### config.mk
export PLATFORM = sky130hd
export DESIGN_NAME = xtg_crosstrig
export DESIGN_NICKNAME = d
export VERILOG_FILES = /design/src/rtl/xtg_pkg.sv /design/src/rtl/xtg_edge.sv /design/src/rtl/xtg_cfg.sv /design/src/rtl/xtg_resume_hold.sv /design/src/rtl/xtg_crosstrig.sv
export SDC_FILE = /design/constraint.sdc
export NUM_CORES = 1
export LEC_CHECK = 0
export BUFFER_PORTS_ARGS = -buffer_cell sky130_fd_sc_hd__buf_2
export CORE_ASPECT_RATIO = 2
export CORE_MARGIN = 2
export CORE_UTILIZATION = 55
export CTS_BUF_LIST = sky130_fd_sc_hd__clkbuf_4 sky130_fd_sc_hd__clkbuf_8 sky130_fd_sc_hd__clkbuf_16
export DETAILED_ROUTE_END_ITERATION = 10
export GPL_TIMING_DRIVEN = 0
export PLACE_DENSITY = 0.85
export SYNTH_ARGS = -nofsm -noshare
export SYNTH_HDL_FRONTEND = slang
export SYNTH_HIERARCHICAL = 1
export SYNTH_SLANG_ARGS = --single-unit
### constraint.sdc
create_clock -name clk -period 5.4 [get_ports clk]
set_clock_uncertainty 0.05 [all_clocks]
set_input_delay 1.08 -clock clk [delete_from_list [all_inputs] [get_ports clk]]
set_output_delay 1.08 -clock clk [all_outputs]
set_load 0.01 [all_outputs]
### src/rtl/xtg_pkg.sv
package xtg_pkg;
  localparam logic [2:0] CAUSE_GROUP = 3'd6;

  function automatic logic trig_can_sense(input int unsigned k);
    return k < 12;
  endfunction

  function automatic logic trig_can_drive(input int unsigned k);
    return (k < 8) || ((k >= 12) && (k < 16));
  endfunction
endpackage

### src/rtl/xtg_edge.sv
module xtg_edge #(
  parameter int W = 4
) (
  input  logic         clk,
  input  logic         rst_n,
  input  logic [W-1:0] sig,
  output logic [W-1:0] rise
);
  logic [W-1:0] prev_q;

  always_ff @(posedge clk or negedge rst_n) begin
    if (!rst_n) prev_q <= '0;
    else        prev_q <= sig;
  end

  assign rise = sig & ~prev_q;
endmodule

### src/rtl/xtg_cfg.sv
module xtg_cfg #(
  parameter int NHARTS  = 4,
  parameter int NTRIG   = 16,
  parameter int NGROUPS = 4,
  parameter int GW      = 2,
  parameter int IW      = 4,
  parameter int FW      = 3
) (
  input  logic                        clk,
  input  logic                        rst_n,
  input  logic                        we,
  input  logic                        is_trig,
  input  logic                        is_resume,
  input  logic [IW-1:0]               idx,
  input  logic [FW-1:0]               grp,
  output logic [NHARTS-1:0][GW-1:0]   hart_hg,
  output logic [NHARTS-1:0][GW-1:0]   hart_rg,
  output logic [NTRIG-1:0][GW-1:0]    trig_hg,
  output logic [NTRIG-1:0][GW-1:0]    trig_rg
);
  function automatic logic [GW-1:0] clamp_grp(input logic [FW-1:0] v);
    if (int'(v) >= NGROUPS) return '0;
    return GW'(v);
  endfunction

  logic [GW-1:0] wval;
  assign wval = clamp_grp(grp);

  for (genvar h = 0; h < NHARTS; h++) begin : g_hart
    always_ff @(posedge clk or negedge rst_n) begin
      if (!rst_n) begin
        hart_hg[h] <= '0;
        hart_rg[h] <= '0;
      end else if (we && !is_trig && (int'(idx) == h)) begin
        if (is_resume) hart_rg[h] <= wval;
        else           hart_hg[h] <= wval;
      end
    end
  end

  for (genvar k = 0; k < NTRIG; k++) begin : g_trig
    always_ff @(posedge clk or negedge rst_n) begin
      if (!rst_n) begin
        trig_hg[k] <= '0;
        trig_rg[k] <= '0;
      end else if (we && is_trig && (int'(idx) == k)) begin
        if (is_resume) trig_rg[k] <= wval;
        else           trig_hg[k] <= wval;
      end
    end
  end
endmodule

### src/rtl/xtg_resume_hold.sv
module xtg_resume_hold #(
  parameter int NGROUPS = 4
) (
  input  logic               clk,
  input  logic               rst_n,
  input  logic [NGROUPS-1:0] hit,
  input  logic               busy,
  output logic [NGROUPS-1:0] fire
);
  logic [NGROUPS-1:0] pend_q;
  logic [NGROUPS-1:0] want;

  assign want = pend_q | hit;
  assign fire = busy ? '0 : want;

  always_ff @(posedge clk or negedge rst_n) begin
    if (!rst_n) pend_q <= '0;
    else        pend_q <= busy ? want : '0;
  end
endmodule

### src/rtl/xtg_crosstrig.sv
module xtg_crosstrig #(
  parameter int NHARTS  = 4,
  parameter int NTRIG   = 16,
  parameter int NGROUPS = 4,
  parameter int FW      = 3,
  parameter int GW      = (NGROUPS > 1) ? $clog2(NGROUPS) : 1,
  parameter int IW      = $clog2((NTRIG > NHARTS) ? NTRIG : NHARTS)
) (
  input  logic              clk,
  input  logic              rst_n,
  input  logic              cfg_we,
  input  logic              cfg_trig,
  input  logic              cfg_resume,
  input  logic [IW-1:0]     cfg_index,
  input  logic [FW-1:0]     cfg_group,
  input  logic [NHARTS-1:0] hart_halted,
  input  logic [NHARTS-1:0] hart_running,
  input  logic              abs_busy,
  input  logic [NTRIG-1:0]  trig_in,
  output logic [NHARTS-1:0] grp_halt_req,
  output logic [NHARTS-1:0] grp_resume_req,
  output logic [2:0]        halt_cause,
  output logic [NTRIG-1:0]  trig_out
);
  import xtg_pkg::*;

  logic [NHARTS-1:0][GW-1:0] hart_hg, hart_rg;
  logic [NTRIG-1:0][GW-1:0]  trig_hg, trig_rg;
  logic [NTRIG-1:0]          sense_mask, drive_mask, trig_sensed;
  logic [NHARTS-1:0]         halt_ev, resume_ev;
  logic [NTRIG-1:0]          trig_ev;
  logic [NGROUPS-1:0]        hg_hart_hit, hg_trig_hit, rg_hart_hit, rg_trig_hit;
  logic [NGROUPS-1:0]        rg_fire;
  logic [NHARTS-1:0]         halt_next, resume_next;
  logic [NTRIG-1:0]          tout_next;

  for (genvar k = 0; k < NTRIG; k++) begin : g_cls
    assign sense_mask[k] = trig_can_sense(k);
    assign drive_mask[k] = trig_can_drive(k);
  end
  assign trig_sensed = trig_in & sense_mask;

  xtg_cfg #(.NHARTS(NHARTS), .NTRIG(NTRIG), .NGROUPS(NGROUPS), .GW(GW), .IW(IW), .FW(FW)) u_cfg (
    .clk(clk), .rst_n(rst_n), .we(cfg_we), .is_trig(cfg_trig), .is_resume(cfg_resume),
    .idx(cfg_index), .grp(cfg_group),
    .hart_hg(hart_hg), .hart_rg(hart_rg), .trig_hg(trig_hg), .trig_rg(trig_rg)
  );

  xtg_edge #(.W(NHARTS)) u_halt_edge (.clk(clk), .rst_n(rst_n), .sig(hart_halted),  .rise(halt_ev));
  xtg_edge #(.W(NHARTS)) u_run_edge  (.clk(clk), .rst_n(rst_n), .sig(hart_running), .rise(resume_ev));
  xtg_edge #(.W(NTRIG))  u_trig_edge (.clk(clk), .rst_n(rst_n), .sig(trig_sensed),  .rise(trig_ev));

  always_comb begin
    hg_hart_hit = '0;
    rg_hart_hit = '0;
    hg_trig_hit = '0;
    rg_trig_hit = '0;
    for (int i = 0; i < NHARTS; i++) begin
      if (halt_ev[i]   && (hart_hg[i] != '0)) hg_hart_hit[hart_hg[i]] = 1'b1;
      if (resume_ev[i] && (hart_rg[i] != '0)) rg_hart_hit[hart_rg[i]] = 1'b1;
    end
    for (int k = 0; k < NTRIG; k++) begin
      if (trig_ev[k] && (trig_hg[k] != '0)) hg_trig_hit[trig_hg[k]] = 1'b1;
      if (trig_ev[k] && (trig_rg[k] != '0)) rg_trig_hit[trig_rg[k]] = 1'b1;
    end
  end

  xtg_resume_hold #(.NGROUPS(NGROUPS)) u_hold (
    .clk(clk), .rst_n(rst_n), .hit(rg_hart_hit | rg_trig_hit), .busy(abs_busy), .fire(rg_fire)
  );

  always_comb begin
    for (int i = 0; i < NHARTS; i++) begin
      halt_next[i]   = (hart_hg[i] != '0) && (hg_hart_hit[hart_hg[i]] || hg_trig_hit[hart_hg[i]])
                       && !hart_halted[i];
      resume_next[i] = (hart_rg[i] != '0) && rg_fire[hart_rg[i]] && hart_halted[i];
    end
    for (int k = 0; k < NTRIG; k++) begin
      tout_next[k] = drive_mask[k] &&
                     (((trig_hg[k] != '0) && hg_hart_hit[trig_hg[k]]) ||
                      ((trig_rg[k] != '0) && rg_hart_hit[trig_rg[k]]));
    end
  end

  always_ff @(posedge clk or negedge rst_n) begin
    if (!rst_n) begin
      grp_halt_req   <= '0;
      grp_resume_req <= '0;
      halt_cause     <= '0;
      trig_out       <= '0;
    end else begin
      grp_halt_req   <= halt_next;
      grp_resume_req <= resume_next;
      halt_cause     <= (|halt_next) ? CAUSE_GROUP : 3'd0;
      trig_out       <= tout_next;
    end
  end
endmodule

### After elaboration in Yosys (flattened, before gate mapping)

Index checks and enable logic that the tools add are counted.

| word-level totals | value |
|---|---|
| flip-flop bits (word level) | 127 |
| bits of input ports | 37 |
| word-level logic and storage cells | 632 |

| cells by class | value |
|---|---|
| order comparisons | 81 |
| eq/ne operators | 15 |
| mux-type cells | 198 |
| bitwise logic cells | 45 |
| reductions and logical operators | 245 |

Operators with widths:

| cell | number |
|---|---|
| 4-bit 2-to-1 mux | 42 |
| 4-bit bitwise OR | 38 |
| 1-bit logical AND | 142 |
| 2-bit by 3-bit < comparator with 1-bit output (second input constant) | 40 |
| 1-bit demux with 2-bit select | 40 |
| 2-bit by 1-bit greater-or-equal comparator with 1-bit output (second input constant) | 40 |
| 2-bit AND reduction | 40 |
| 2-bit nonzero test | 40 |
| 1-bit 2-to-1 mux | 77 |
| 1-bit binary-select mux with 2-bit select | 36 |
| 4-bit equality test (second input constant) | 8 |
| 12-bit by 16-bit AND with 16-bit output | 1 |
| 4-bit by 3-bit equality test with 1-bit output (second input constant) | 4 |
| 1-bit logical OR | 16 |
| 12-bit inverter with 16-bit output | 1 |
| 4-bit AND | 2 |
| 4-bit by 2-bit equality test with 1-bit output (second input constant) | 2 |
| 4-bit inverter | 2 |
| 1-bit zero test | 5 |
| 4-bit by 1-bit equality test with 1-bit output (second input constant) | 1 |
| 4-bit zero test | 1 |
| 2-bit 2-to-1 mux | 2 |
| 4-bit OR reduction | 1 |
| 3-bit greater-or-equal comparator (second input constant) | 1 |
| 2 further kinds | 2 |

### Longest topological paths before layout

Gate-level depths: netlist of the first run.

| depth | value |
|---|---|
| word-level depth | 42 |
| mapped depth | 12 |

### Hierarchy

The synthesis of the first run kept the hierarchy.

Modules (own cells, without submodules):

| module | times used | cells each | area an instance (um^2) | sequential area each (um^2) |
|---|---|---|---|---|
| xtg_cfg | 1 | 236 | 3352.0 | 2001.9 |
| xtg_crosstrig | 1 | 359 | 2448.6 | 525.5 |
| xtg_edge at u_trig_edge | 1 | 32 | 620.6 | 400.4 |
| xtg_edge at u_halt_edge ... | 2 | 8 | 155.1 | 100.1 |
| xtg_resume_hold | 1 | 12 | 170.2 | 100.1 |

### Worst setup path before layout of the first run

OpenSTA, ideal clock, no wires.

| path | value |
|---|---|
| path type | input to register |
| from | input hart_running[0] |
| to | register grp_resume_req[0] |
| setup time | 0.119 ns |
| arrival time | 2.890 ns |
| slack | 2.341 ns |
| cell stages on the path | 12 |
| path buffers | 1 |
| cell sequence | nor2b_4 nand2_1 nor2_1 a311o_1 buf_2 nor4b_1 nand2_1 o21ba_1 mux2_2 nand2_1 o21ai_0 and2_1 |

| between the ends | value |
|---|---|
| word-level cells in the longest chain between the ends | 16 |

Ends and longest elaborated chain:

| item | line | source |
|---|---|---|
| start: declaration | xtg_crosstrig.sv:17 | `input logic [NHARTS-1:0] hart_running,` |
| 4-bit AND (*) | xtg_edge.sv:16 | `assign rise = sig & ~prev_q;` |
| 1-bit logical AND (*) | xtg_crosstrig.sv:60 | `if (resume_ev[i] && (hart_rg[i] != '0)) rg_hart_hit[hart_rg[i]] = 1'b1;` |
| 4-bit 2-to-1 mux (*) | xtg_crosstrig.sv:60 |  |
| 4-bit bitwise OR (no source line) | - |  |
| 4-bit 2-to-1 mux (*) | xtg_crosstrig.sv:60 |  |
| 4-bit bitwise OR (no source line) | - |  |
| 4-bit 2-to-1 mux (*) | xtg_crosstrig.sv:60 |  |
| 4-bit bitwise OR (no source line) | - |  |
| 4-bit 2-to-1 mux (*) | xtg_crosstrig.sv:60 |  |
| 4-bit bitwise OR (*) | xtg_crosstrig.sv:69 | `.clk(clk), .rst_n(rst_n), .hit(rg_hart_hit \| rg_trig_hit), .busy(abs_busy), .fire(rg_fire)` |
| 4-bit bitwise OR (*) | xtg_resume_hold.sv:13 | `assign want = pend_q \| hit;` |
| 4-bit 2-to-1 mux (*) | xtg_resume_hold.sv:14 | `assign fire = busy ? '0 : want;` |
| via rg_fire[2] | xtg_crosstrig.sv:33 | `logic [NGROUPS-1:0] rg_fire;` |
| 1-bit binary-select mux with 2-bit select (*) | xtg_crosstrig.sv:76 | `resume_next[i] = (hart_rg[i] != '0) && rg_fire[hart_rg[i]] && hart_halted[i];` |
| 1-bit 2-to-1 mux (implied by the code) (*) | xtg_crosstrig.sv:76 |  |
| 1-bit logical AND (*) (2 in a row) | xtg_crosstrig.sv:76 |  |
| via resume_next[0] | xtg_crosstrig.sv:34 | `logic [NHARTS-1:0] halt_next, resume_next;` |
| end signal: assignment | xtg_crosstrig.sv:93 | `grp_resume_req <= resume_next;` |
| end: declaration | xtg_crosstrig.sv:21 | `output logic [NHARTS-1:0] grp_resume_req,` |

The timed path passes the listed nets; every way through them passes the cells marked *. The select of a mux whose other input is x is not followed.
A chain may end at the register's enable or synchronous reset.

### Worst setup path after layout of the first run

| path | value |
|---|---|
| from | input hart_running[1] |
| to | register grp_resume_req[0] |

| between the ends | value |
|---|---|
| word-level cells in the longest chain between the ends | 14 |

Ends and longest elaborated chain:

| item | line | source |
|---|---|---|
| 4-bit AND (*) | xtg_edge.sv:16 |  |
| via resume_ev[1] | xtg_crosstrig.sv:30 | `logic [NHARTS-1:0] halt_ev, resume_ev;` |
| 1-bit logical AND (*) | xtg_crosstrig.sv:60 |  |
| 4-bit 2-to-1 mux (*) | xtg_crosstrig.sv:60 |  |
| 4-bit bitwise OR (no source line) | - |  |
| 4-bit 2-to-1 mux (*) | xtg_crosstrig.sv:60 |  |
| 4-bit bitwise OR (no source line) | - |  |
| 4-bit 2-to-1 mux (*) | xtg_crosstrig.sv:60 |  |
| 4-bit bitwise OR (*) | xtg_crosstrig.sv:69 |  |
| 4-bit bitwise OR (*) | xtg_resume_hold.sv:13 |  |
| 4-bit 2-to-1 mux (*) | xtg_resume_hold.sv:14 |  |
| via rg_fire[2] | xtg_crosstrig.sv:33 |  |
| 1-bit binary-select mux with 2-bit select (*) | xtg_crosstrig.sv:76 |  |
| 1-bit 2-to-1 mux (implied by the code) (*) | xtg_crosstrig.sv:76 |  |
| 1-bit logical AND (*) (2 in a row) | xtg_crosstrig.sv:76 |  |
| via resume_next[0] | xtg_crosstrig.sv:34 |  |

Marks and branches as above.

==> results of run 1 <==
[state kept, by name (all words and copies together), names as in the netlist]
register            count
u_cfg/trig_hg          32
u_cfg/trig_rg          32
u_trig_edge/prev_q     16
trig_out               12
u_cfg/hart_hg           8
u_cfg/hart_rg           8
grp_halt_req            4
grp_resume_req          4
u_halt_edge/prev_q      4
u_run_edge/prev_q       4
u_hold/pend_q           3
halt_cause              1
[routing by layer]
layer	wire [um]	global-route usage	vias to the layer above
met1	6990	0.333	2733
met5	0	0	-
met2	10000	0.503	279
li1	-	-	2539
met4	1610	0.242	0
met3	1030	0.0473	72
[critical path, stage by stage]
cell and delay (ns):
buf_2 0.11, nor2b_4 0.12, nand2_1 0.06, o22ai_1 0.10
a311o_1 0.36, buf_2 0.24, nor4b_1 0.37, nand2_1 0.16
o21ba_1 0.25, mux2_2 0.27, nand2_1 0.06, o21ai_0 0.15
and2_1 0.22
[layout make-up]
class                           instances  area, um2  share of cell area
Buffer                                 27        141              0.0177
Clock buffer                           21        462              0.0578
Clock inverter                         11        139              0.0174
Inverter                                8       30.0             0.00376
Multi-Input combinational cell        501       3530               0.442
Sequential cell                       128       3200               0.401
Tap cell                              147        184              0.0230
Timing Repair Buffer                   54        299              0.0374
[power breakdown]
| part | total (mW) | internal (mW) | switching, mW |
|---|---|---|---|
| Clock | 1.16 | 0.749 | 0.412 |
| Combinational | 0.334 | 0.145 | 0.189 |
| Sequential | 1.12 | 1.03 | 0.0850 |
[per-stage QoR]
stage	hold slack [ns]	util	instances	area, um2
2_1_floorplan	0.403	-	664	6900
3_3_place_gp	0.412	0.603	864	7350
3_5_place_dp	0.427	0.606	865	7390
4_1_cts	0.440	0.655	897	7990
5_1_grt	0.461	0.655	897	7990
6_report	0.443	0.655	897	7990
[path summary, 6_finish.rpt]
path / startpoint / end / slack (ns) / cells past startpoint
worst max-delay path: hart_running[1] / grp_resume_req[0]$_DFF_PN0_ / 2.10 / 13
worst min-delay path: u_hold/pend_q[2]$_DFF_PN0_ / u_hold/pend_q[2]$_DFF_PN0_ / 0.44 / 1
worst max register to register: u_cfg/hart_rg[3]$_DFFE_PN0P_ / grp_resume_req[0]$_DFF_PN0_ / 2.56 / 11
worst min register to register: u_hold/pend_q[2]$_DFF_PN0_ / u_hold/pend_q[2]$_DFF_PN0_ / 0.44 / 1
max in group asynchronous: rst_n / u_cfg/hart_hg[4]$_DFFE_PN0P_ / 3.99 / 2
min in group asynchronous: rst_n / trig_out[7]$_DFF_PN0_ / 0.54 / 1
==> metrics.md, run 1 <==
| Metric | Value |
|---|---|
| Status | complete, no violations |
| Total GRT Usage | 0.300 |
| Critical path endpoint category | flop |
| Root buffer cell | clkbuf_16 |
| Final HPWL DP | 14,300 um |
| CP Data Arrival Time | 3.55 ns |
| Least-Margin Pin Slew | 1.03 ns |
| Warnings from Yosys | 6 |
| Startpoint Class | primary input |
| H-Tree Depth | 4 |
| Mapped Cells | 652 |
| Die width | 83.0 um |
| Leading cell type in the layout, fill and taps excluded | dfrtp_1 |
| Most frequent cells in the layout | 128 x dfrtp_1, 105 x nand2_1, 84 x mux2_2 |
| DRT antenna net count | 0 |
| Design Power | 2.61 mW |
| Max clock buf depth | 2 |
| Clock Sinks | 128 |
| Core area | 12,200 um2 |
| Drt initial violations | 512 |
| Maximum VDD drop | 353 uV |
| First-pass GRT wire length | 30,800 um |
| Setup Buffers After CTS | 0 |
| Fin crit share | 0.611 |
| Unrepaired setup endpoints after global routing | false |
| Power per cell area | 327 nW/um2 |
| Clk_lat worst skew | 0.41 ns |
| Worst Setup Slack, final | 2.10 ns |
| Cell Area, Synth | 6860 um2 |
| Starting Density | 0.562 |
| IO Count | 64 |
| Die footprint | 13,400 um2 |
| Initial antenna violation count | 0 |
| Final wirelength | 19,600 um |
| # DRC | 0 |
| TritonCTS Buffers | 17 |
| Pre-CTS setup slack | 1.74 ns |
| Drt first pass iters | 6 |
| Layout area overhead | 16.5% |
| Port Buffers | 53 |
| Largest net degree at the start of global routing | 83 |
| CTS hold repair buffers | 0 |
| FMAX | 303 MHz |
| Share of cells above drive strength 1 | 0.293 |
| Final min period | 3.30 ns |
| Setup violations, final | 0 |
| Post-CTS Resized | 0 |
| Slew margin rel. | 0.309 |
| Via-to-Cell Ratio | 6.27 |
| Setup CP Type | primary input to flop |
| CP Data Required Time | 5.65 ns |
| Die height | 162 um |
| Syn_area_per_cell | 10.5 um2 |
| Fin Setup TNS | 0 ns |
| Clock slew at reported path FFs | 0.06 ns |
| Final hold violations | 0 |
| ANT cells | 0 |
| CTS tree | yes |
| Layout fillers | 976 |
| Max Slew Vio Count | 0 |
| Max Cap Viol | 0 |
| Vias | 5,623 |
| Placement Rows | 57 |
| GRT overflow | 0 |
| Routed wire per std cell | 21.9 um |
| Leak pwr | 3.66 nW |
| Global placement routability congestion | 1.02 |
| Hold crit path type | flop to flop |
| Net count, final | 774 |
| CP Max Fanout | 10 |
| Vias in the first global route | 5,706 |
Power figures use the tool's default switching activity.
==> run 2: changes to the inputs <==
- ABC_AREA: not set -> 1
- PLACE_DENSITY: 0.85 -> 0.84
- clock period: 5.4 -> 3.2 ns (I/O delays scaled with it)
==> metrics.md, run 2 <==
| Metric | Value |
|---|---|
| CTS hold repair buffers | 0 (unchanged) |
| Max clock buf depth | 2 (unchanged) |
| Clock group share of total power | 0.456 (+0.012) |
| Die footprint | 14,400 um2 (+7.3%) |
| WP buf/inv | 2 (unchanged) |
| Finished Core Util | 0.654 (-0.000753) |
| Drt first pass iters | 6 (unchanged) |
| Design Power | 4.62 mW (+77%) |
| Total GRT Usage | 0.360 (+0.0606) |
| First-pass GRT wire length | 38,500 um (+25%) |
| Fin crit share | 0.788 |
| CP Data Required Time | 3.47 ns (-2.18 ns) |
| CTS tree | yes |
| TritonCTS Buffers | 17 (unchanged) |
| Post-CTS Resized | 0 (unchanged) |
| Reg2Reg Setup Slack | 0.68 ns (-1.88 ns) |
| ANT cells | 0 (unchanged) |
| Setup Buffers After CTS | 0 (unchanged) |
| Share of cells above drive strength 1 | 0.179 (-0.114) |
| Setup violations, final | 0 (unchanged) |
| Setup crit end | grp_resume_req[0]$_DFF_PN0_ |
| CP peak stage delay | 0.65 ns (+0.28 ns) |
| Core area | 13,100 um2 (+7.1%) |
| Critical path origin | u_cfg/hart_rg[5]$_DFFE_PN0P_ |
| Reg2reg end | grp_resume_req[0]$_DFF_PN0_ |
| Slew margin rel. | 0.434 (+0.125) |
| Clk_lat worst skew | 0.43 ns (+0.02 ns) |
| Final hold violations | 0 (unchanged) |
| Hold crit path type | primary input to asynchronous set/reset pin |
| H-Tree Depth | 4 (unchanged) |
| DRT antenna net count | 0 (unchanged) |
| Net count, final | 1,097 (+42%) |
| Int Pwr | 3.30 mW (+71%) |
| Vias | 7,597 (+35%) |
| Warnings from Yosys | 6 (unchanged) |
| Final min period | 2.52 ns |
| CP max-delay cell | nor2_1 |
| CP Data Arrival Time | 2.79 ns (-0.76 ns) |
| Seq pwr share | 0.402 (-0.026) |
| Mapped Cells | 975 (+50%) |
| Placement Rows | 59 (+3.5%) |
| Root buffer cell | clkbuf_16 |
| Via-to-Cell Ratio | 6.20 (-1.1%) |
| Top Registers | u_cfg/trig_hg: 32 flops, u_cfg/trig_rg: 32 flops, u_trig_edge/prev_q: 16 flops |
| Reg2reg start | u_cfg/hart_rg[5]$_DFFE_PN0P_ |
| Layout area overhead | 15.8% |
| Power per cell area | 541 nW/um2 (+65%) |
| P_sw | 1.32 mW (+93%) |
| Die height | 168 um (+3.6%) |
| Vias in the first global route | 7,318 (+28%) |
| Crit path cell chain | inv_1, nand3_1, o211ai_1, nor2_1, nand4_1, nor2_1, nor2_1, nand3_1, nand3_1, nand2_1, inv_1 |
| Largest net degree at the start of global routing | 74 (-11%) |
| FF+latch area | 3200 um2 (unchanged) |
| Max Cap Viol | 0 (unchanged) |
| Final wirelength | 25,300 um (+29%) |
| Port Buffers | 53 (unchanged) |
| Status | complete, no violations |
| Routed wire per std cell | 20.7 um (-5.4%) |
| Worst path depth | 11 (-2) |
| Leading cell type in the layout, fill and taps excluded | nand2_1 |
| Global placement routability congestion | 1.01 (-1.8%) |
| Syn_area_per_cell | 7.57 um2 (-28%) |
| CP Max Fanout | 6 (-4) |
| Multi-input combinational cell area | 3450 um2 (-2.2%) |
| Clock Sinks | 128 (unchanged) |
| Die width | 85.9 um (+3.5%) |
| Layout fillers | 1,163 (+19%) |
| FF-to-FF path depth | 11 (unchanged) |
| Cell Area, Synth | 7380 um2 (+7.6%) |
| Startpoint Class | flop |
| IO Count | 64 (unchanged) |
| Initial antenna violation count | 0 (unchanged) |
| Max Slew Vio Count | 0 (unchanged) |
| Leak pwr | 4.29 nW (+17%) |
| FMAX | 397 MHz |
| Least-Margin Pin Slew | 0.845 ns (-0.189 ns) |
| # DRC | 0 (unchanged) |
| Clock slew at reported path FFs | 0.06 ns (about the same) |
| Final HPWL DP | 17,600 um (+23%) |
| Critical path endpoint category | flop |
| Unrepaired setup endpoints after global routing | false |
| Maximum VDD drop | 395 uV (+12%) |
| Combinational Power Share | 0.141 (+0.013) |
| GRT overflow | 0 (unchanged) |
| Most frequent cells in the layout | 239 x nand2_1, 141 x nand3_1, 128 x dfrtp_1 |
| Sw frac | 0.286 (+0.0239) |
| Starting Density | 0.565 (+0.00235) |
| Setup CP Type | flop to flop |
| Min Hold Slack | 0.113 ns (-0.331 ns) |
| Delay-heaviest family, CP | simple AND/OR/NAND/NOR gates |
| Drt initial violations | 940 (+84%) |
==> run 2: changes by cell type in the layout (fill, tap and decap cells not counted), sizes merged, moves of 10 or more <==
cell   delta
a21oi    +17
a221o    -10
buf      +23
inv     +110
mux2     -84
nand2   +137
nand3   +108
nand4    +81
nor2     +50
nor2b    -44
o21ai    +15
o22ai    -15
==> run 2: final cells by class <==
cell class / count / area share
inverters: 118 / 0.0518
repair buffers: 54 / 0.0350
plain buffers: 49 / 0.0383
clock buffers: 22 / 0.0556
multi-input cells: 692 / 0.404
flip-flops and latches: 128 / 0.375
clock inverters: 10 / 0.0186
well taps: 152 / 0.0222
==> run 2: layer usage <==
metal | up-vias | part of all wire | global-route usage
met5 | - | 0 | 0
met4 | 0 | 0.11 | 0.343
met3 | 199 | 0.089 | 0.0907
met2 | 482 | 0.48 | 0.577
met1 | 3484 | 0.32 | 0.371
li1 | 3432 | - | -
==> run 2: worst min-delay path by stage <==
stage                                from                               to  slack, ns  depth (start not counted)
6_report                            rst_n  u_trig_edge/prev_q[0]$_DFF_PN0_       0.11                          1
3_5_place_dp   u_hold/pend_q[1]$_DFF_PN0_       u_hold/pend_q[1]$_DFF_PN0_       0.42                          2
5_1_grt                             rst_n     u_cfg/trig_rg[1]$_DFFE_PN0P_       0.15                          1
2_1_floorplan                       rst_n        grp_halt_req[0]$_DFF_PN0_       0.29                          0
3_3_place_gp   u_hold/pend_q[2]$_DFF_PN0_       u_hold/pend_q[2]$_DFF_PN0_       0.42                          2
4_1_cts                             rst_n  u_trig_edge/prev_q[0]$_DFF_PN0_       0.14                          1
==> run 2: through the flow <==
stage	area [um2]	worst slack [ns]	setup TNS, ns	std cells
after floorplan	7420	1.11	0	987
after global placement	7880	-0.253	-31.03	1192
after detailed placement	7910	0.445	0	1193
after CTS	8550	0.767	0	1225
after global routing	8550	0.449	0	1225
final	8550	0.680	0	1225
==> run 2: power by group through the flow <==
stage          logic (mW)  clock network (mW)  registers [mW]
2_1_floorplan       0.389                   0            1.86
3_3_place_gp        0.609                   0            1.88
3_5_place_dp        0.623                   0            1.88
4_1_cts             0.628                2.11            1.86
5_1_grt             0.708                2.20            1.87
6_report            0.654                2.11            1.86
==> run 2: worst reg2reg max path, cell delays in order (launching register included) <==
cell	delay (ns)
dfrtp_1	0.41
inv_1	0.09
nand3_1	0.08
o211ai_1	0.09
nor2_1	0.65
nand4_1	0.38
nor2_1	0.23
nor2_1	0.12
nand3_1	0.09
nand3_1	0.12
nand2_1	0.08
inv_1	0.04
